File: src/rtl/uie_pkg.sv
package uie_pkg;

   localparam int unsigned IER_W   = 8;
   localparam int unsigned NUM_SRC = 6;
   localparam int unsigned LVL_W   = $clog2(NUM_SRC + 1);

   // enable register bit positions
   localparam int unsigned B_RXD  = 0;
   localparam int unsigned B_TXE  = 1;
   localparam int unsigned B_RXS  = 2;
   localparam int unsigned B_MDM  = 3;
   localparam int unsigned B_RSV  = 4;
   localparam int unsigned B_SPC  = 5;
   localparam int unsigned B_RTS  = 6;
   localparam int unsigned B_CTS  = 7;

   // request vector index = level - 1
   typedef enum logic [LVL_W-1:0] {
      LVL_NONE  = 3'd0,
      LVL_RXS   = 3'd1,
      LVL_RXD   = 3'd2,
      LVL_TXE   = 3'd3,
      LVL_MDM   = 3'd4,
      LVL_SPC   = 3'd5,
      LVL_FLOW  = 3'd6
   } uie_level_e;

   typedef struct packed {
      logic rx_status;
      logic addr_bit;
      logic rx_data;
      logic tx_empty;
      logic modem;
      logic special;
      logic rts;
      logic cts;
   } uie_events_t;

endpackage

File: src/rtl/uie_enable_reg.sv
module uie_enable_reg #(
   parameter int unsigned           W         = 8,
   parameter logic [W-1:0]          RESET_VAL = '0,
   parameter logic [W-1:0]          RSV_MASK  = '0
) (
   input  logic         clk,
   input  logic         rst,
   input  logic         wr_en,
   input  logic [W-1:0] wr_data,
   output logic [W-1:0] q
);

   if ((RESET_VAL & RSV_MASK) != '0) begin : g_bad_reset
      $error("uie_enable_reg: reset value sets a reserved bit");
   end

   logic [W-1:0] q_r;

   always_ff @(posedge clk) begin
      if (rst)
         q_r <= RESET_VAL;
      else if (wr_en)
         q_r <= wr_data & ~RSV_MASK;
   end

   assign q = q_r;

   AST_WR_CAPTURE: assert property (@(posedge clk) disable iff (rst)
      wr_en |=> (q == ($past(wr_data) & ~RSV_MASK)));
   AST_RSV_ZERO: assert property (@(posedge clk) disable iff (rst)
      (q & RSV_MASK) == '0);
   AST_HOLD: assert property (@(posedge clk) disable iff (rst)
      !wr_en |=> $stable(q));

endmodule

File: src/rtl/uie_gate.sv
module uie_gate
   import uie_pkg::*;
#(
   parameter int unsigned  MODE_W     = 2,
   parameter logic [MODE_W-1:0] SLEEP_MODE = 2'b10
) (
   input  logic [IER_W-1:0]   ier,
   input  uie_events_t        ev,
   input  logic               nine_bit_en,
   input  logic               enh_en,
   input  logic [MODE_W-1:0]  compat_mode,
   output logic [NUM_SRC-1:0] req,
   output logic               sleep_req
);

   if (MODE_W < 1) begin : g_bad_mode
      $error("uie_gate: MODE_W must be at least 1");
   end

   logic sleep_mode;
   logic rts_en;
   logic cts_en;
   logic rxs_cause;

   assign sleep_mode = (compat_mode == SLEEP_MODE) && !nine_bit_en;
   assign rts_en     = enh_en ? ier[B_RTS] : 1'b1;
   assign cts_en     = enh_en ? ier[B_CTS] : 1'b1;
   assign rxs_cause  = ev.rx_status | (nine_bit_en & ev.addr_bit);

   always_comb begin
      req                      = '0;
      req[LVL_RXS - 1]  = ier[B_RXS] & rxs_cause;
      req[LVL_RXD - 1]  = ier[B_RXD] & ev.rx_data;
      req[LVL_TXE - 1]  = ier[B_TXE] & ev.tx_empty;
      req[LVL_MDM - 1]  = ier[B_MDM] & ev.modem;
      req[LVL_SPC - 1]  = ier[B_SPC] & ev.special & !sleep_mode;
      req[LVL_FLOW - 1] = (rts_en & ev.rts) | (cts_en & ev.cts);
   end

   assign sleep_req = sleep_mode & ier[B_SPC];

endmodule

File: src/rtl/uie_prio_enc.sv
module uie_prio_enc #(
   parameter int unsigned N       = 6,
   parameter bit          REG_OUT = 1'b0,
   localparam int unsigned CW     = $clog2(N + 1)
) (
   input  logic          clk,
   input  logic          rst,
   input  logic [N-1:0]  req,
   output logic [CW-1:0] code,
   output logic          any
);

   if (N < 2) begin : g_bad_n
      $error("uie_prio_enc: need at least two sources");
   end

   logic [CW-1:0] code_c;

   // lowest index wins: scan from the top so the lowest overwrites last
   always_comb begin
      code_c = '0;
      for (int i = N - 1; i >= 0; i--) begin
         if (req[i]) code_c = CW'(i + 1);
      end
   end

   if (REG_OUT) begin : g_reg
      logic [CW-1:0] code_r;
      always_ff @(posedge clk) begin
         if (rst) code_r <= '0;
         else     code_r <= code_c;
      end
      assign code = code_r;
   end else begin : g_comb
      assign code = code_c;
   end

   assign any = (code != '0);

   AST_TOP_WINS: assert property (@(posedge clk) disable iff (rst)
      req[0] |-> (code_c == CW'(1)));
   AST_NONE_IDLE: assert property (@(posedge clk) disable iff (rst)
      (req == '0) |-> (code_c == '0));
   AST_CODE_RANGE: assert property (@(posedge clk) disable iff (rst)
      code_c <= CW'(N));

endmodule

File: src/rtl/uart_irq_enable.sv
module uart_irq_enable
   import uie_pkg::*;
#(
   parameter logic [7:0] RESET_VAL  = 8'h00,
   parameter logic [1:0] SLEEP_MODE = 2'b10,
   parameter bit         REG_OUT    = 1'b0
) (
   input  logic       clk,
   input  logic       rst,
   input  logic       wr_en,
   input  logic [7:0] wr_data,
   input  logic       nine_bit_en,
   input  logic       enh_en,
   input  logic [1:0] compat_mode,
   input  logic       ev_rx_status,
   input  logic       ev_addr_bit,
   input  logic       ev_rx_data,
   input  logic       ev_tx_empty,
   input  logic       ev_modem,
   input  logic       ev_special,
   input  logic       ev_rts,
   input  logic       ev_cts,
   output logic [7:0] ier_q,
   output logic [2:0] irq_level,
   output logic       irq_out,
   output logic       sleep_req
);

   localparam logic [IER_W-1:0] RSV_MASK = IER_W'(1) << B_RSV;

   if (LVL_W != 3) begin : g_bad_lvl
      $error("uart_irq_enable: level code must be 3 bits wide");
   end

   uie_events_t        ev;
   logic [IER_W-1:0]   ier;
   logic [NUM_SRC-1:0] req;

   assign ev = '{rx_status: ev_rx_status, addr_bit: ev_addr_bit,
                 rx_data: ev_rx_data, tx_empty: ev_tx_empty,
                 modem: ev_modem, special: ev_special,
                 rts: ev_rts, cts: ev_cts};

   uie_enable_reg #(
      .W         (IER_W),
      .RESET_VAL (RESET_VAL),
      .RSV_MASK  (RSV_MASK)
   ) u_reg (
      .clk     (clk),
      .rst     (rst),
      .wr_en   (wr_en),
      .wr_data (wr_data),
      .q       (ier)
   );

   uie_gate #(
      .MODE_W     (2),
      .SLEEP_MODE (SLEEP_MODE)
   ) u_gate (
      .ier         (ier),
      .ev          (ev),
      .nine_bit_en (nine_bit_en),
      .enh_en      (enh_en),
      .compat_mode (compat_mode),
      .req         (req),
      .sleep_req   (sleep_req)
   );

   uie_prio_enc #(
      .N       (NUM_SRC),
      .REG_OUT (REG_OUT)
   ) u_prio (
      .clk  (clk),
      .rst  (rst),
      .req  (req),
      .code (irq_level),
      .any  (irq_out)
   );

   assign ier_q = ier;

   AST_LINE_MATCH: assert property (@(posedge clk) disable iff (rst)
      irq_out == (irq_level != 3'd0));
   AST_SLEEP_MODE_ONLY: assert property (@(posedge clk) disable iff (rst)
      sleep_req |-> (compat_mode == SLEEP_MODE && !nine_bit_en));

   if (!REG_OUT) begin : g_comb_checks
      AST_FLOW_FORCED: assert property (@(posedge clk) disable iff (rst)
         (!enh_en && (ev_rts || ev_cts)) |-> irq_out);
      AST_NO_SPC_IN_SLEEP: assert property (@(posedge clk) disable iff (rst)
         (compat_mode == SLEEP_MODE && !nine_bit_en) |-> (irq_level != 3'd5));
      AST_ADDR_IGNORED: assert property (@(posedge clk) disable iff (rst)
         (!nine_bit_en && ev_addr_bit && !ev_rx_status) |-> (irq_level != 3'd1));
   end

endmodule

File: config.mk
export PLATFORM = sky130hd
export DESIGN_NAME = uart_irq_enable
export DESIGN_NICKNAME = d
export VERILOG_FILES = /design/src/rtl/uie_pkg.sv /design/src/rtl/uie_enable_reg.sv /design/src/rtl/uie_gate.sv /design/src/rtl/uie_prio_enc.sv /design/src/rtl/uart_irq_enable.sv
export SDC_FILE = /design/constraint.sdc
export NUM_CORES = 1
export LEC_CHECK = 0
export ABC_AREA = 1
export CAP_MARGIN = 10
export CORE_AREA = 5 5 42 44
export DETAILED_ROUTE_END_ITERATION = 6
export DIE_AREA = 0 0 47 49
export PLACE_DENSITY = 0.84
export SETUP_SLACK_MARGIN = 0.02
export SLEW_MARGIN = 20
export SYNTH_ARGS = -nofsm -noshare
export SYNTH_HDL_FRONTEND = slang
export SYNTH_SLANG_ARGS = --single-unit
File: constraint.sdc
create_clock -name clk -period 3.15 [get_ports clk]
set_clock_uncertainty 0.1 [all_clocks]
set_input_delay 0.945 -clock clk [delete_from_list [all_inputs] [get_ports clk]]
set_output_delay 0.945 -clock clk [all_outputs]
set_load 0.01 [all_outputs]
* Word-level counts from Yosys, hierarchy flattened
Cells that the tools add are included.
** Word-level totals
- Memory bits (writable) :: 0
- Bits in read-only memories :: 0
- Bits in latches :: 0
- Input port bits :: 23
- Register bits :: 7
- Memories :: 0
- Output and inout bits :: 13
** Operators by class
- Divide/modulo/power cells :: 0
- Shifts and indexed selects :: 0
- Multiply operators :: 0
- Reductions and logical operators :: 4
- Bitwise operators :: 12
- $lt $le $gt $ge :: 0
- Mux-type cells :: 8
- Add/subtract/negate cells :: 0
- Eq/ne operators :: 1
** Operators with widths (count)
- 3-bit two-way mux :: 6
- 1-bit bitwise AND :: 10
- 3-bit nonzero test :: 1
- 2-bit == test, second input constant :: 1
- 1-bit logical NOT :: 2
- 1-bit two-way mux :: 2
- 1-bit bitwise OR :: 2
- 1-bit logical AND :: 1

* Depth between registers and ports, before layout
- Depth after elaboration :: 10
- Gate-level depth with buffers :: 6
- Mapped depth without buffers :: 6

* By module
A second synthesis with hierarchy kept.
** Unflattened totals
- Cells, all modules :: 87
- Area, all modules :: 478.0 sq um
** Modules (own cells, without submodules)
- uie_enable_reg :: times used 1, cells each 46, area an instance 297.8 sq um
- uie_gate :: times used 1, cells each 22, area an instance 92.6 sq um
- uie_prio_enc :: times used 1, cells each 19, area an instance 87.6 sq um

* Least setup slack after synthesis
No wires, ideal clock.
- Kind :: input-to-output
- Start :: input nine_bit_en
- End :: output irq_level[1]
- Arrival :: 1426 ps
- Slack :: 679 ps
- Stages :: 5
- Cells stage by stage :: inv_1 -> nand3_2 -> nand2_1 -> nand3_1 -> a21oi_1
** On the way
- Word-level cells in the longest chain between the ends :: 9
** Ends and longest elaborated chain
- start: declaration :: RTL line uart_irq_enable.sv:12 : input logic nine_bit_en,
- 1-bit logical NOT :: RTL line uie_gate.sv:25 : assign sleep_mode = (compat_mode == SLEEP_MODE) && !nine_bit_en;
- 1-bit logical AND :: RTL line uie_gate.sv:25
- 1-bit logical NOT :: RTL line uie_gate.sv:36 : req[LVL_SPC - 1] = ier[B_SPC] & ev.special & !sleep_mode;
- 1-bit bitwise AND :: RTL line uie_gate.sv:36
- 3-bit two-way mux (4 in a row) :: RTL line uie_prio_enc.sv:23 : if (req[i]) code_c = CW'(i + 1);
- 3-bit two-way mux * :: RTL line uie_prio_enc.sv:23
- end: declaration :: RTL line uart_irq_enable.sv:24 : output logic [2:0] irq_level,
Mark *: on every way between the ends. The rest lies on a longest branch, timed or not.

* Worst setup path in the final report
- Start :: input nine_bit_en
- End :: output irq_level[0]
The elaborated chain is that of the path after synthesis.

==> metrics.yaml <==
power_and_ir_drop:
  leakagePower_nw: 0.3675
  ir_drop_uv: 201.0
  p_per_area_nw_per_um2: 340.7
route:
  vias_per_cell: 4.288
  wire_per_inst_um: 10.04
  drtPass1Iterations: 4
  drc: 0
  vias: 506
  wirelength_mm: 1.185
  ant_nets: 0
  drt_iter0_markers: 2
worst_setup_path:
  end_kind: "primary output"
  crit_chain: "clkdlybuf4s50_1 -> inv_1 -> nand3_2 -> nand3_1 -> nand2_1 -> nand2_1 -> nand2_1 -> clkdlybuf4s15_1"
  cpPeakStageDelay_ns: 0.47
  arrival_ns: 2.00
  worstPathRequired_ns: 2.10
  crit_slowest_cell: "clkdlybuf4s50_1"
  r2r_cells: 2
  critPathTopFamily: "buffers and inverters"
  critPathKind: "input port to primary output"
  critPathMostFrequentCell: "nand2_1"
  worstPathMaxFanout: 3
  crit_cells: 8
  worst_setup_path_start_kind: "input port"
  path_buf_inv: 3
placement:
  detailed_place_hpwl_mm: 1.034
  portBuffers: 33
  place_congestion: 0.7231
  place_area_um2: 750.7
  post-place-cells: 114
  dp_slack_ns: -0.2651
synthesis:
  synthFlopType: "dfxtp_1"
  synth_fp_nets: 87
  yosys_register_bits: 7
  netlist_area_um2: 392.9
  ys_async_sr_fraction: 0
  yosysWarnings: 0
  ys_types: 13
  ys_seq_area_frac: 0.3567
  synth-edff-count: 0
  avgSynthCellArea_um2: 6.139
  syn_inst: 64
layout:
  largest_reg_flops: 7
  final_cell_mix: "clkdlybuf4s50_1 (28), nand2_1 (26), inv_1 (9)"
  fin_cells: 118
  final_common_cell: "clkdlybuf4s50_1"
  nets: 126
  drive_gt1_frac: 0.1275
  post-route-cell-area_um2: 763.2
  antennaDiodeCount: 0
  syn_to_final_growth_pct: 94.27
grt:
  grt_max_degree: 11
  track_usage: 0.09951
  grt_pass1_wl_mm: 1.731
  antenna_found_initial: 0
  grt_pass1_vias: 455
  gr-total-overflow: 0
clock_tree:
  cts_tree: "done"
  postCtsHoldBufs: 0
  post_cts_buffers: 0
  cts_max_path_buffers: 2
  clkTransAtPathRegs_ns: 0.05
  clock_sinks: 7
  clk_latency_ns: 0.24
  htreeDepth: 1
  cts_made_buffers: 3
  cts_root_buffer: "clkbuf_4"
floorplanning:
  start_util: 0.2804
  dieArea_um2: 2303
  fp.dieH_um: 49
  rows: 14
  top_level_ports: 36
  die_w_um: 47
  core-area_um2: 1401
hold_path:
  holdCritPathClass: "register to register"
  holdPathStages: 2
sta:
  period_share: 0.9682
  setup_ws_ns: 0.1002
  tns_ns: 0
  holdWs_ns: 0.3860
  rsz0062_at_grt: "yes"
  hold_violations: 0
  setup_viol: 0
  maxSlewViolCount: 0
  final.min_clock_period_ns: 3.050
  max_freq_mhz: 327.9
outcome:
  outcome: "completed"
job:
  drv_cap: 0
-- synth_stat cells, types with 2 or more instances --
| master | count | area share |
|---|---|---|
| a211oi_1 | 2 | 0.038 |
| nand2_1 | 27 | 0.26 |
| nor2_1 | 5 | 0.048 |
| nand3_1 | 3 | 0.038 |
| dfxtp_1 | 7 | 0.36 |
| inv_1 | 9 | 0.086 |
| a21oi_1 | 5 | 0.064 |
-- where the power goes --
group / internal (mW) / switching (mW)
Combinational: 0.0479 / 0.0336
Sequential: 0.0942 / 0.00355
Clock: 0.0483 / 0.0325
Total: 0.190 / 0.0697
-- worst min-delay path: stages, from the launching register on --
cell,delay (ns)
dfxtp_1,0.32
nand2_1,0.06
a21oi_1,0.05
-- through the flow --
step | util | power [mW]
2_1_floorplan | - | 0.1304
3_3_place_gp | 0.5357 | 0.1856
3_5_place_dp | 0.5357 | 0.1874
4_1_cts | 0.5473 | 0.2635
5_1_grt | 0.5446 | 0.2755
6_report | 0.5446 | 0.2600
-- final timing paths --
path,start,end,slack (ns)
setup / recovery,nine_bit_en,irq_level[0],0.10
hold / removal,u_reg.q[0],u_reg.q[0],0.39
setup reg to reg,u_reg.q[5],u_reg.q[5],2.36
hold reg to reg,u_reg.q[0],u_reg.q[0],0.39
-- layer usage --
metal / track usage / part of all wire / vias to the layer above
met5: 0 / 0 / -
met4: 0.04147 / 0 / 0
met3: 0.02583 / 0.10 / 0
met2: 0.1742 / 0.52 / 20
met1: 0.1062 / 0.38 / 215
li1: - / - / 271
-- cell families after synthesis --
kind of cell / share of synthesized area
compound gates: 0.1337
buf+inv: 0.1146
flops: 0.3567
other cells: 0.009545
simple gates: 0.3854
-- final cells by class --
class                   instances  area [um^2]
fillers                       146        638.1
repair buffers                 35        329.1
multi-input cells              46        210.2
flip-flops and latches          7        140.1
inverters                      10        37.54
clock buffers                   4        26.28
well taps                      16        20.02
-- timing repair --
| action | 4_1_cts | 5_1_grt |
|---|---|---|
| setup endpoints to repair | 5 | 4 |
| pin swaps | 0 | 0 |
| hold endpoints to repair | 0 | 0 |
| resized for setup | 8 | 6 |
(Power assumes the default switching activity.)
